--- config.mk ---
export PLATFORM = sky130hd
export DESIGN_NAME = cc_write_gate
export DESIGN_NICKNAME = d
export VERILOG_FILES = /design/src/rtl/cc_write_gate.sv
export SDC_FILE = /design/constraint.sdc
export NUM_CORES = 1
export LEC_CHECK = 0
export BUFFER_PORTS_ARGS = -buffer_cell sky130_fd_sc_hd__buf_2
export CAP_MARGIN = 10
export CORE_MARGIN = 5
export CORE_UTILIZATION = 41
export CTS_BUF_LIST = sky130_fd_sc_hd__clkbuf_8
export CTS_CLUSTER_DIAMETER = 120
export CTS_CLUSTER_SIZE = 40
export DETAILED_ROUTE_END_ITERATION = 16
export PLACE_DENSITY_LB_ADDON = 0.15
export SLEW_MARGIN = 20
export SYNTH_ARGS = -nofsm -noshare
export SYNTH_HDL_FRONTEND = slang
export SYNTH_SLANG_ARGS = --single-unit
--- constraint.sdc ---
create_clock -name clk -period 1.7 [get_ports clk]
set_input_delay 0.34 -clock clk [delete_from_list [all_inputs] [get_ports clk]]
set_output_delay 0.34 -clock clk [all_outputs]
set_load 0.05 [all_outputs]
--- src/rtl/cc_write_gate.sv ---
module cc_write_gate #(
  parameter int W  = 16,
  parameter int NC = 4
) (
  input  logic            clk,
  input  logic            rst_n,
  input  logic            issue,
  input  logic [NC-1:0]   wmask,
  input  logic [2:0]      cond,
  input  logic [NC*$clog2(NC)-1:0] swz,
  input  logic            reg_sel,
  input  logic            test_en,
  input  logic            upd_en,
  input  logic [NC*W-1:0] result,
  output logic [NC-1:0]   wr_en,
  output logic [NC*3-1:0] cc0_q,
  output logic [NC*3-1:0] cc1_q
);
  localparam int SW = $clog2(NC);
  localparam logic [2:0] EQ_FLAGS = 3'b010;

  logic [NC*3-1:0] cc0_r, cc1_r, fresh;
  logic [NC-1:0]   pass;

  for (genvar i = 0; i < NC; i++) begin : g_lane
    logic [SW-1:0]       pick;
    logic [2:0]          seen;
    logic signed [W-1:0] rv;

    assign pick = swz[i*SW +: SW];
    assign seen = reg_sel ? cc1_r[pick*3 +: 3] : cc0_r[pick*3 +: 3];
    assign pass[i] = |(cond & seen);
    assign wr_en[i] = issue & wmask[i] & (~test_en | pass[i]);

    assign rv = result[i*W +: W];
    assign fresh[i*3 +: 3] = (rv < 0) ? 3'b001 : ((rv == 0) ? 3'b010 : 3'b100);

    a_r4_flags_one_hot0: assert property (@(posedge clk) disable iff (!rst_n)
      $countones(cc0_q[i*3 +: 3]) == 1);
    a_r4_flags_one_hot1: assert property (@(posedge clk) disable iff (!rst_n)
      $countones(cc1_q[i*3 +: 3]) == 1);
  end

  always_ff @(posedge clk) begin
    if (!rst_n) begin
      cc0_r <= {NC{EQ_FLAGS}};
      cc1_r <= {NC{EQ_FLAGS}};
    end else if (issue && upd_en) begin
      for (int i = 0; i < NC; i++) begin
        if (wmask[i]) begin
          if (reg_sel) cc1_r[i*3 +: 3] <= fresh[i*3 +: 3];
          else         cc0_r[i*3 +: 3] <= fresh[i*3 +: 3];
        end
      end
    end
  end

  assign cc0_q = cc0_r;
  assign cc1_q = cc1_r;

  a_r2_idle_no_write: assert property (@(posedge clk) disable iff (!rst_n)
    !issue |-> wr_en == '0);
  a_r2_untested_follows_mask: assert property (@(posedge clk) disable iff (!rst_n)
    issue && !test_en |-> wr_en == wmask);
  a_r3_never_blocks: assert property (@(posedge clk) disable iff (!rst_n)
    issue && test_en && cond == 3'd0 |-> wr_en == '0);
  a_r3_always_passes: assert property (@(posedge clk) disable iff (!rst_n)
    issue && test_en && cond == 3'd7 |-> wr_en == wmask);
  a_r8_no_update_holds: assert property (@(posedge clk) disable iff (!rst_n)
    !(issue && upd_en) |=> $stable(cc0_q) && $stable(cc1_q));
  a_r8_other_reg_holds0: assert property (@(posedge clk) disable iff (!rst_n)
    reg_sel |=> $stable(cc0_q));
  a_r8_other_reg_holds1: assert property (@(posedge clk) disable iff (!rst_n)
    !reg_sel |=> $stable(cc1_q));
  a_r8_masked_lane_x_holds: assert property (@(posedge clk) disable iff (!rst_n)
    !wmask[0] |=> $stable(cc0_q[2:0]) && $stable(cc1_q[2:0]));
endmodule

# Word-level counts from Yosys, hierarchy flattened
# Cells that the tools add are included.
[word_totals]
reg_bits = 24
input_bits = 85
out_inout_bits = 28
wordCells = 71
[classes]
n_mul = 4
order_cmp = 4
n_shift = 8
n_mux = 12
bitwise = 18
n_reduce_logical = 17
[ops]
columns = ["op", "n"]
rows = [
  ["zero test 32 bit", 4],
  ["variable part select 12 x 5 -> 3 bit", 8],
  ["< comparator 16 x 1 -> 1 bit (second input constant)", 4],
  ["2-to-1 mux 3 bit", 12],
  ["AND reduction 3 bit", 8],
  ["multiplier 2 x 2 -> 4 bit (second input constant)", 4],
  ["AND 3 bit", 4],
  ["OR reduction 3 bit", 4],
  ["AND 1 bit", 8],
  ["bitwise OR 1 bit", 4],
  ["inverter 1 bit", 2],
  ["logical AND 1 bit", 1],
]

# Depth between registers and ports, before layout
# Gate-level depths: netlist of run 1.
[logic_depth]
ltp_word = 7
depth_mapped = 6
ltp_nobuf = 4

# Worst setup path after synthesis of run 1
# No wires, ideal clock.
[synth_timing]
path_kind = "reg-to-output"
startpoint = "register cc0_r[5] (netlist: cc0_q[5])"
endpoint = "output port wr_en[1]"
arrival_ns = 2.007
required_time_ns = 1.360
path_slack_ns = -0.647
path_stages_with_launch = 5
path_buffers = 0
cell_sequence = "dfxtp_1 mux4_2 mux2_2 nand2_1 a41oi_1"
[synth_via]
elab_chain_cells = 6
[synth_lines]
columns = ["element", "line_no", "rtl"]
rows = [
  ["start, declared", "22", "logic [NC*3-1:0] cc0_r, cc1_r, fresh;"],
  ["start signal, assigned", "46", "cc0_r <= {NC{EQ_FLAGS}};"],
  ["start signal, assigned by index", "52", "else cc0_r[i*3 +: 3] <= fresh[i*3 +: 3];"],
  ["variable part select 12 x 5 -> 3 bit", "31", "assign seen = reg_sel ? cc1_r[pick*3 +: 3] : cc0_r[pick*3 +: 3];"],
  ["2-to-1 mux 3 bit", "31", ""],
  ["AND 3 bit", "32", "assign pass[i] = |(cond & seen);"],
  ["OR reduction 3 bit", "32", ""],
  ["bitwise OR 1 bit", "33", "assign wr_en[i] = issue & wmask[i] & (~test_en | pass[i]);"],
  ["AND 1 bit", "33", ""],
  ["end, declared", "15", "output logic [NC-1:0] wr_en,"],
]
# No other way between the ends.

# Final worst setup path of run 1
[layout_timing]
startpoint = "register cc1_r[8] (netlist: cc1_q[8])"
endpoint = "output port wr_en[0]"
[layout_via]
elab_chain_cells = 6
[layout_lines]
columns = ["element", "line_no", "rtl"]
rows = [
  ["start, declared", "22", ""],
  ["start signal, assigned", "47", "cc1_r <= {NC{EQ_FLAGS}};"],
  ["start signal, assigned by index", "51", "if (reg_sel) cc1_r[i*3 +: 3] <= fresh[i*3 +: 3];"],
  ["variable part select 12 x 5 -> 3 bit", "31", ""],
  ["2-to-1 mux 3 bit", "31", ""],
  ["AND 3 bit", "32", ""],
  ["OR reduction 3 bit", "32", ""],
  ["bitwise OR 1 bit", "33", ""],
  ["AND 1 bit", "33", ""],
]
# No other way between the ends.

==> reports/metrics.cfg, run 1 <==
[outcome]
outcome = finished with violations
violations = setup timing

[route]
vias = 2451
drt-pass1-iter-count = 5
drt_iter0_drc = 167
routed_wl_mm = 7.75
via_per_inst = 5.70
antenna_left = 0
wl_per_cell_um = 18.0
drc = 0

[synth]
yosysSeqAreaShare_pct = 24.2
async_flop_share_pct = 0
yosysTopAreaCell = dfxtp_1
synth_cell_type_count = 29
synthCells = 215
yosysTopAreaCellShare_pct = 24.2
ys.warnings.count = 0
netlist_area_mm2 = 0.00198
syn_avg_cell_area_um2 = 9.22
synth_edf_count = 0
ys_seq_elements = 24
synth_flop_cell = dfxtp_1
syn-num-nets = 300
ys_top_cells_by_area = dfxtp_1, mux2i_1, mux4_2, nor4_1, nand2_1

[grt]
grt_pass1_wl_mm = 12.2
grt_max_degree = 25
antenna_found_initial = 0
grtUsageTotal_pct = 24.8
grt_pass1_vias = 2495
grt-ovfl-total = 0

[timing]
setup_violations = 4
finalCritPeriodShare_pct = 124
slew_violations = 0
rsz0062_at_grt = true
fin_skew_ns = 0
fin_crit_ns = 2.12
slew_headroom_pct = 74.2
worst_slack_ns = -0.415
max_slew.worst_pin.slew_ns = 0.388
timing.fmax_mhz = 473
hold_viol_final = 0

[placement]
dpl_cell_area_mm2 = 0.00307
dp_cells = 426
portBuffers = 112
gp_congestion = 1.00
dp_hpwl_mm = 6.31

[worst_setup_path]
crit_start = cc1_q[8]
critPathSlowestCell = mux4_2
endpoint_kind = output port
worstSetupEndpoint = wr_en[0]
r2r_cells = 3
crit_arrival_ns = 1.78
r2r-start = cc0_q[9]
cp_max_fo = 5
timing.rr.end = cc0_q[9]
crit_chain = mux4_2 -> nand2_2 -> a21oi_2 -> o311a_4 -> buf_8
cp-start-kind = register
crit_type = register to output port
crit_buf_inv = 1
worstPathRequired_ns = 1.36
reg2reg_slack_ns = 0.80
cpLargestDelayFamily = multiplexers
cp.depth = 5
cpPeakStageDelay_ns = 0.47

[clocking]
numCtsBuffers = 3
h-tree-depth = 1
clock_latency_ns = 0.27
cts_sinks = 24
clock_path_buffers = 2
postCtsHoldBufs = 0
clkTransAtPathRegs_ns = 0.09
cts_root_buf = clkbuf_8
cts_tree = built

[finish]
diodes = 0
fill_cells = 411
area_growth_pct = 61.6
drive_gt1_share_pct = 60.6
final_area_mm2 = 0.00320
seqCellArea_um2 = 517
multiInputGateArea_mm2 = 0.00155
nets = 449
stdcell_count = 430

[pwr]
p_per_area_mw_per_mm2 = 511
power_leakage_nw = 1.52
p_switching_mw = 0.497
clkPwrFrac_pct = 31.3
p_int_mw = 1.14
total_power_mw = 1.64
switching_share_pct = 30.3
combPwrFrac_pct = 32.1
ir_worst_vdd_v = 0.000499
seq_power_share_pct = 36.6

[floorplanning]
core_area_mm2 = 0.00472
dieArea_mm2 = 0.00633
placementRows = 25
die_w_um = 79.6
ioPinCount = 113
dieHeight_um = 79.6
start_util_pct = 42.0

[hold_path]
hold_class = input pin to register

[run]
cap_violations = 0

## area by class of cell
| cell class | instances | share of cell area (%) |
|---|---|---|
| clock inverter | 1 | 0.937 |
| timing repair buffer | 158 | 30.3 |
| sequential | 24 | 16.1 |
| clock buffer | 3 | 1.29 |
| multi-input combinational | 174 | 48.3 |
| inverter | 3 | 0.351 |
| tap | 67 | 2.62 |
## logic make-up (layout without fill, tap and decap cells)
family,Yosys count,in the layout,synth area share (%)
mux,46,46,32.4
flops,24,24,24.2
buf+inv,17,165,4.10
simple gates,97,97,27.1
compound gates,31,31,12.2
## flip-flops by register name, indices dropped and copies added, names as in the netlist
name,count
cc0_q,12
cc1_q,12
## through the flow
stage,hold slack [ns],TNS (ns),setup slack (ns),utilization [%]
6_report,0.387,-1.58,-0.415,67.8
5_1_grt,0.409,-1.74,-0.455,67.8
2_1_floorplan,0.468,-0.565,-0.142,-
4_1_cts,0.384,-1.60,-0.408,67.4
3_5_place_dp,0.539,-1.43,-0.388,64.9
3_3_place_gp,0.535,-1.41,-0.381,64.9
## synth_stat cells (5+ instances only)
cell type and instances:
nor2b_1 9, clkbuf_1 5, o211ai_1 8, nor3_1 9
dfxtp_1 24, nand3_1 7, buf_2 8, mux4_2 10
mux2i_1 26, o31ai_1 11, nand2_1 25, nand4_1 9
mux2_2 7, nor4_1 16, and2_1 8
## worst min path at each step
stage / startpoint / end / cells past startpoint
2_1_floorplan: rst_n / cc0_q[0] / 1
3_3_place_gp: cc0_q[1] / cc0_q[1] / 2
3_5_place_dp: cc1_q[7] / cc1_q[7] / 2
4_1_cts: result[9] / cc0_q[1] / 4
5_1_grt: result[63] / cc0_q[9] / 3
6_report: result[31] / cc0_q[3] / 3
## layout by cell type (no fill, tap or decap), drive strengths merged, types with 7 or more instances in the layout
cell type,instances
buf,158
mux2i,26
nand2,25
dfxtp,24
nor4,16
mux4,13
o31ai,11
nor2b,9
nand4,9
nor3,9
o211ai,8
and2,8
nand3,7
mux2,7
## worst min-delay path, cell delays in order
cell and delay, ns:
buf_2 0.12, mux2i_1 0.07, nor2b_1 0.09
## per-layer routing
layer	vias up	GRT usage [%]	share of wire [%]
met2	145	42.0	47
met5	-	0	0
met1	1134	31.6	42
li1	1156	-	-
met3	16	4.74	8.7
met4	0	8.08	2.2
## timing repair
action | CTS | global route
buffers inserted | 0 | 0
pin swaps | 3 | 1
gates resized for setup | 13 | 6
setup endpoints to repair | 4 | 4
## power by group through the flow
stage / clock (mW) / sequential [mW] / combinational (mW)
2_1_floorplan: 0 / 0.661 / 0.230
3_3_place_gp: 0 / 0.617 / 0.501
3_5_place_dp: 0 / 0.616 / 0.505
4_1_cts: 0.520 / 0.600 / 0.519
5_1_grt: 0.540 / 0.601 / 0.562
6_report: 0.512 / 0.600 / 0.526
Note: power is estimated with default switching activity, not from simulation.
==> inputs of run 2 (changes only) <==
--- a/config.mk
+++ b/config.mk
@@ -7,6 +7,7 @@
 export LEC_CHECK = 0
 export BUFFER_PORTS_ARGS = -buffer_cell sky130_fd_sc_hd__buf_2
 export CAP_MARGIN = 10
+export CORE_ASPECT_RATIO = 0.9
 export CORE_MARGIN = 5
 export CORE_UTILIZATION = 41
 export CTS_BUF_LIST = sky130_fd_sc_hd__clkbuf_8
==> reports/metrics.cfg, run 2 (synthesis gave the netlist of run 1 again) <==
[outcome]
outcome = finished with violations
violations = setup timing

[clocking]
cts_sinks = 24  ; unchanged
cts_root_buf = clkbuf_8
clock_latency_ns = 0.28  ; about the same
clkTransAtPathRegs_ns = 0.09  ; about the same
numCtsBuffers = 3  ; unchanged
h-tree-depth = 1  ; unchanged
clock_path_buffers = 2  ; unchanged
cts_tree = built

[worst_setup_path]
endpoint_kind = output port
cp_max_fo = 5  ; unchanged
timing.rr.end = cc1_q[8]
r2r-start = cc1_q[8]
cp-start-kind = register
reg2reg_slack_ns = 0.68  ; -0.12 ns
crit_type = register to output port
crit_start = cc1_q[8]
crit_arrival_ns = 1.77  ; about the same
r2r_cells = 5  ; +2
worstPathRequired_ns = 1.36  ; about the same
worstSetupEndpoint = wr_en[0]

[grt]
antenna_found_initial = 0  ; unchanged
grtUsageTotal_pct = 23.0  ; -1.9 points
grt_pass1_wl_mm = 11.9  ; -2.7%
grt-ovfl-total = 0  ; unchanged
grt_max_degree = 25  ; unchanged
grt_pass1_vias = 2402  ; -3.7%

[timing]
worst_slack_ns = -0.411  ; +0.00401 ns
finalSetupTns_ns = -1.61  ; -0.0306 ns
slew_violations = 0  ; unchanged
hold_viol_final = 0  ; unchanged
max_slew.worst_pin.slew_ns = 0.389  ; +0.00126 ns
setup_violations = 4  ; unchanged
timing.fmax_mhz = 474  ; +0.19%
fin_crit_ns = 2.11  ; -0.00401 ns
slew_headroom_pct = 73.8  ; -0.32 points
finalCritPeriodShare_pct = 124  ; -0.24 points
fin_skew_ns = 0  ; unchanged
rsz0062_at_grt = true

[route]
drt_iter0_drc = 196  ; +17%
vias = 2404  ; -1.9%
via_per_inst = 5.70  ; about the same
drc = 0  ; unchanged
antenna_left = 0  ; unchanged
drt-pass1-iter-count = 4  ; -1
routed_wl_mm = 7.32  ; -5.6%
wl_per_cell_um = 17.3  ; -3.9%

[pwr]
p_per_area_mw_per_mm2 = 516  ; +1.0%
total_power_mw = 1.63  ; -0.59%
power_leakage_nw = 1.49  ; -2.0%
ir_worst_vdd_v = 0.000305  ; -39%

[hold_path]
hold_class = input pin to register

[finish]
final_common_cell = buf_2
final_cell_mix = buf_2, buf_4, mux2i_1, nand2_1, dfxtp_2
diodes = 0  ; unchanged
drive_gt1_share_pct = 59.4  ; -1.2 points
nets = 443  ; -1.3%
final_core_util_pct = 66.0  ; -1.8 points
area_growth_pct = 59.0

[floorplanning]
die_w_um = 83.3  ; +4.7%
dieHeight_um = 76.0  ; -4.5%
start_util_pct = 41.5  ; -0.45 points
core_area_mm2 = 0.00477  ; +1.1%
dieArea_mm2 = 0.00633  ; about the same
ioPinCount = 113  ; unchanged
placementRows = 24  ; -4.0%

[placement]
portBuffers = 112  ; unchanged
dp_hpwl_mm = 5.94  ; -5.8%
gp_congestion = 0.964  ; -3.6%
pre_cts_slack_ns = -0.467  ; -0.0785 ns

[run]
cap_violations = 0  ; unchanged

-- run 2: metrics by stage --
step,hold slack [ns],area (µm²),cells
after detailed placement,0.525,3020,417
after CTS,0.376,3140,421
after global placement,0.516,3020,417
after floorplan,0.468,2170,215
final,0.374,3150,422
after global routing,0.408,3150,422
-- run 2: what timing repair did --
item                       in CTS  in global routing
hold buffers                    0                  0
setup buffers                   0                  1
gates cloned                    0                  0
gates resized for setup        13                  2
pin swaps                       2                  0
setup endpoints to repair       4                  4
-- run 2: area by class of cell --
| class | instances | area (µm²) |
|---|---|---|
| Timing Repair Buffer | 152 | 938 |
| Tap cell | 65 | 81.3 |
| Clock inverter | 1 | 30.0 |
| Inverter | 3 | 11.3 |
| Sequential cell | 24 | 514 |
| Clock buffer | 3 | 41.3 |
| Multi-Input combinational cell | 174 | 1540 |
| Fill cell | 406 | 1620 |
-- run 2: worst min-delay path by stage --
stage | from | end | slack (ns) | cells after the start
2_1_floorplan | rst_n | cc0_q[0] | 0.47 | 1
3_3_place_gp | cc1_q[7] | cc1_q[7] | 0.52 | 2
3_5_place_dp | cc1_q[7] | cc1_q[7] | 0.52 | 2
4_1_cts | result[14] | cc0_q[1] | 0.38 | 4
5_1_grt | result[31] | cc0_q[3] | 0.41 | 3
6_report | result[14] | cc0_q[1] | 0.37 | 4
-- run 2: report_power, final --
part	switching, mW	total, mW	internal [mW]
clock	0.201	0.517	0.315
combinational	0.272	0.514	0.242
sequential	0.0201	0.597	0.577
total	0.493	1.63	1.13
-- run 2: metal layers --
| layer | vias up | global-route usage, % | part of all wire [%] |
|---|---|---|---|
| met1 | 1116 | 31.1 | 42 |
| met2 | 130 | 37.2 | 46 |
| met3 | 13 | 4.86 | 9.8 |
| met5 | - | 0 | 0 |
| met4 | 0 | 6.05 | 1.9 |
| li1 | 1145 | - | - |
-- run 2: worst max-delay path, stage by stage (launching register included) --
cell     delay (ns)
dfxtp_4        0.37
mux4_2         0.48
nand2_2        0.07
a21oi_2        0.05
o311a_4        0.37
buf_6          0.15
==> inputs of run 3 (changes only) <==
--- a/config.mk
+++ b/config.mk
@@ -7,9 +7,11 @@
 export LEC_CHECK = 0
 export BUFFER_PORTS_ARGS = -buffer_cell sky130_fd_sc_hd__buf_2
 export CAP_MARGIN = 10
+export CELL_PAD_IN_SITES_DETAIL_PLACEMENT = 0
+export CELL_PAD_IN_SITES_GLOBAL_PLACEMENT = 2
 export CORE_ASPECT_RATIO = 0.9
 export CORE_MARGIN = 5
-export CORE_UTILIZATION = 41
+export CORE_UTILIZATION = 22
 export CTS_BUF_LIST = sky130_fd_sc_hd__clkbuf_8
 export CTS_CLUSTER_DIAMETER = 120
 export CTS_CLUSTER_SIZE = 40
==> reports/metrics.cfg, run 3 (synthesis gave the netlist of run 1 again) <==
[floorplanning]
placementRows = 32  ; +33%
die_w_um = 110  ; +32%
dieHeight_um = 100  ; +32%
dieArea_mm2 = 0.0110  ; +74%
ioPinCount = 113  ; unchanged
core_area_mm2 = 0.00869  ; +82%
start_util_pct = 22.8  ; -19 points

[clocking]
h-tree-depth = 1  ; unchanged
clkTransAtPathRegs_ns = 0.09  ; about the same
cts_root_buf = clkbuf_8
numCtsBuffers = 3  ; unchanged
cts_tree = built
clock_latency_ns = 0.28  ; about the same
cts_sinks = 24  ; unchanged
clock_path_buffers = 2  ; unchanged

[worst_setup_path]
endpoint_kind = output port
crit_buf_inv = 1  ; unchanged
crit_type = register to output port
worstPathRequired_ns = 1.36  ; about the same
critPathSlowestCell = mux4_2
crit_chain = mux4_2 -> nand3_1 -> nand2_1 -> o311a_4 -> buf_6
cpLargestDelayFamily = multiplexers
crit_arrival_ns = 1.78  ; about the same
r2r-start = cc1_q[4]
cp-start-kind = register
r2r_cells = 4  ; -1
timing.rr.end = cc1_q[4]
cp.depth = 5  ; unchanged
cp_max_fo = 5  ; unchanged
cpPeakStageDelay_ns = 0.47  ; about the same
reg2reg_slack_ns = 0.81  ; +0.13 ns

[finish]
final_area_mm2 = 0.00336  ; +6.5%
drive_gt1_share_pct = 61.6  ; +2.3 points
final_cell_mix = buf_2, buf_4, mux2i_1, nand2_1, dfxtp_2
diodes = 0  ; unchanged
final_core_util_pct = 38.6  ; -27 points
seqCellArea_um2 = 517  ; +0.49%
area_growth_pct = 69.3
nets = 464  ; +4.7%
final_common_cell = buf_2
fill_cells = 908  ; +120%
multiInputGateArea_mm2 = 0.00154  ; +0.49%

[pwr]
ir_worst_vdd_v = 0.000310  ; +1.6%
power_leakage_nw = 1.57  ; +6.0%
p_per_area_mw_per_mm2 = 463  ; -10%

[grt]
grt-ovfl-total = 0  ; unchanged
grt_pass1_wl_mm = 13.4  ; +12%
grtUsageTotal_pct = 15.8  ; -7.2 points
grt_max_degree = 25  ; unchanged
antenna_found_initial = 0  ; unchanged
grt_pass1_vias = 2480  ; +3.2%

[outcome]
violations = setup timing
outcome = finished with violations

[timing]
finalCritPeriodShare_pct = 125  ; +0.67 points
fin_skew_ns = 0  ; unchanged
hold_viol_final = 0  ; unchanged
fin_crit_ns = 2.12  ; +0.0114 ns
rsz0062_at_grt = true
slew_violations = 0  ; unchanged
timing.fmax_mhz = 471  ; -0.54%
slew_headroom_pct = 71.8  ; -2.0 points
max_slew.worst_pin.slew_ns = 0.423  ; +0.0342 ns
worst_slack_ns = -0.423  ; -0.0114 ns
setup_violations = 4  ; unchanged

[route]
vias = 2387  ; -0.71%
wl_per_cell_um = 17.1  ; -1.6%
routed_wl_mm = 8.47  ; +16%
drt-pass1-iter-count = 4  ; unchanged
drc = 0  ; unchanged
antenna_left = 0  ; unchanged
drt_iter0_drc = 123  ; -37%
via_per_inst = 4.80  ; -16%

[hold_path]
min_to = cc0_q[1]
hold_depth = 4  ; unchanged
min_from = result[14]
hold_class = input pin to register

[placement]
portBuffers = 112  ; unchanged
gp_congestion = 0.862  ; -11%
dpl_cell_area_mm2 = 0.00324  ; +7.0%
dp_hpwl_mm = 7.30  ; +23%

[run]
cap_violations = 0  ; unchanged

==> run 3: repair_timing <==
item / 4_1_cts / 5_1_grt
gates resized for setup: 13 / 3
endpoints found under the setup margin: 4 / 4
gates cloned: 0 / 0
setup buffers: 0 / 1
pin swaps: 2 / 1
hold buffers: 0 / 0
endpoints found under the hold margin: 0 / 0
==> run 3: cell type report <==
class                   count  area share (%)
well taps                 119            4.44
repair buffers            173            32.2
multi-input cells         174            46.0
flip-flops and latches     24            15.4
inverters                   3           0.335
clock buffers               4            1.64
==> run 3: layer usage <==
layer	share of wire (%)	global-route usage, %
met2	44	24.1
met3	7.7	3.02
met4	0.86	3.16
met1	48	23.1
met5	0	0
==> run 3: report_power, final <==
group	leakage (nW)	internal [mW]	total (mW)	switching, mW
clock	0.0288	0.208	0.415	0.208
sequential	0.200	0.576	0.596	0.0206
combinational	1.35	0.262	0.543	0.281
==> run 3: worst reg2reg max path: stages (launching register included) <==
cell and delay [ns]:
dfxtp_2 0.35, buf_4 0.15, buf_4 0.13, nand2_1 0.05
o211ai_1 0.08
==> run 3: how the worst max path moves through the flow <==
| stage | startpoint | to | slack [ns] |
|---|---|---|---|
| finish | cc1_q[11] | wr_en[0] | -0.42 |
| global route | cc0_q[4] | wr_en[0] | -0.48 |
| CTS | cc1_q[5] | wr_en[0] | -0.43 |
| detailed placement | swz[1] | wr_en[0] | -0.42 |
| global placement | swz[1] | wr_en[0] | -0.41 |
| floorplan | swz[2] | wr_en[1] | -0.14 |
==> run 3: metrics by stage <==
step	power (mW)	cells	hold WS, ns	setup slack [ns]	setup TNS [ns]
global route	1.65	497	0.395	-0.482	-1.79
detailed placement	1.15	492	0.526	-0.420	-1.53
global placement	1.14	492	0.517	-0.408	-1.56
CTS	1.58	496	0.386	-0.433	-1.63
finish	1.55	497	0.391	-0.423	-1.57
floorplan	0.892	215	0.468	-0.142	-0.565
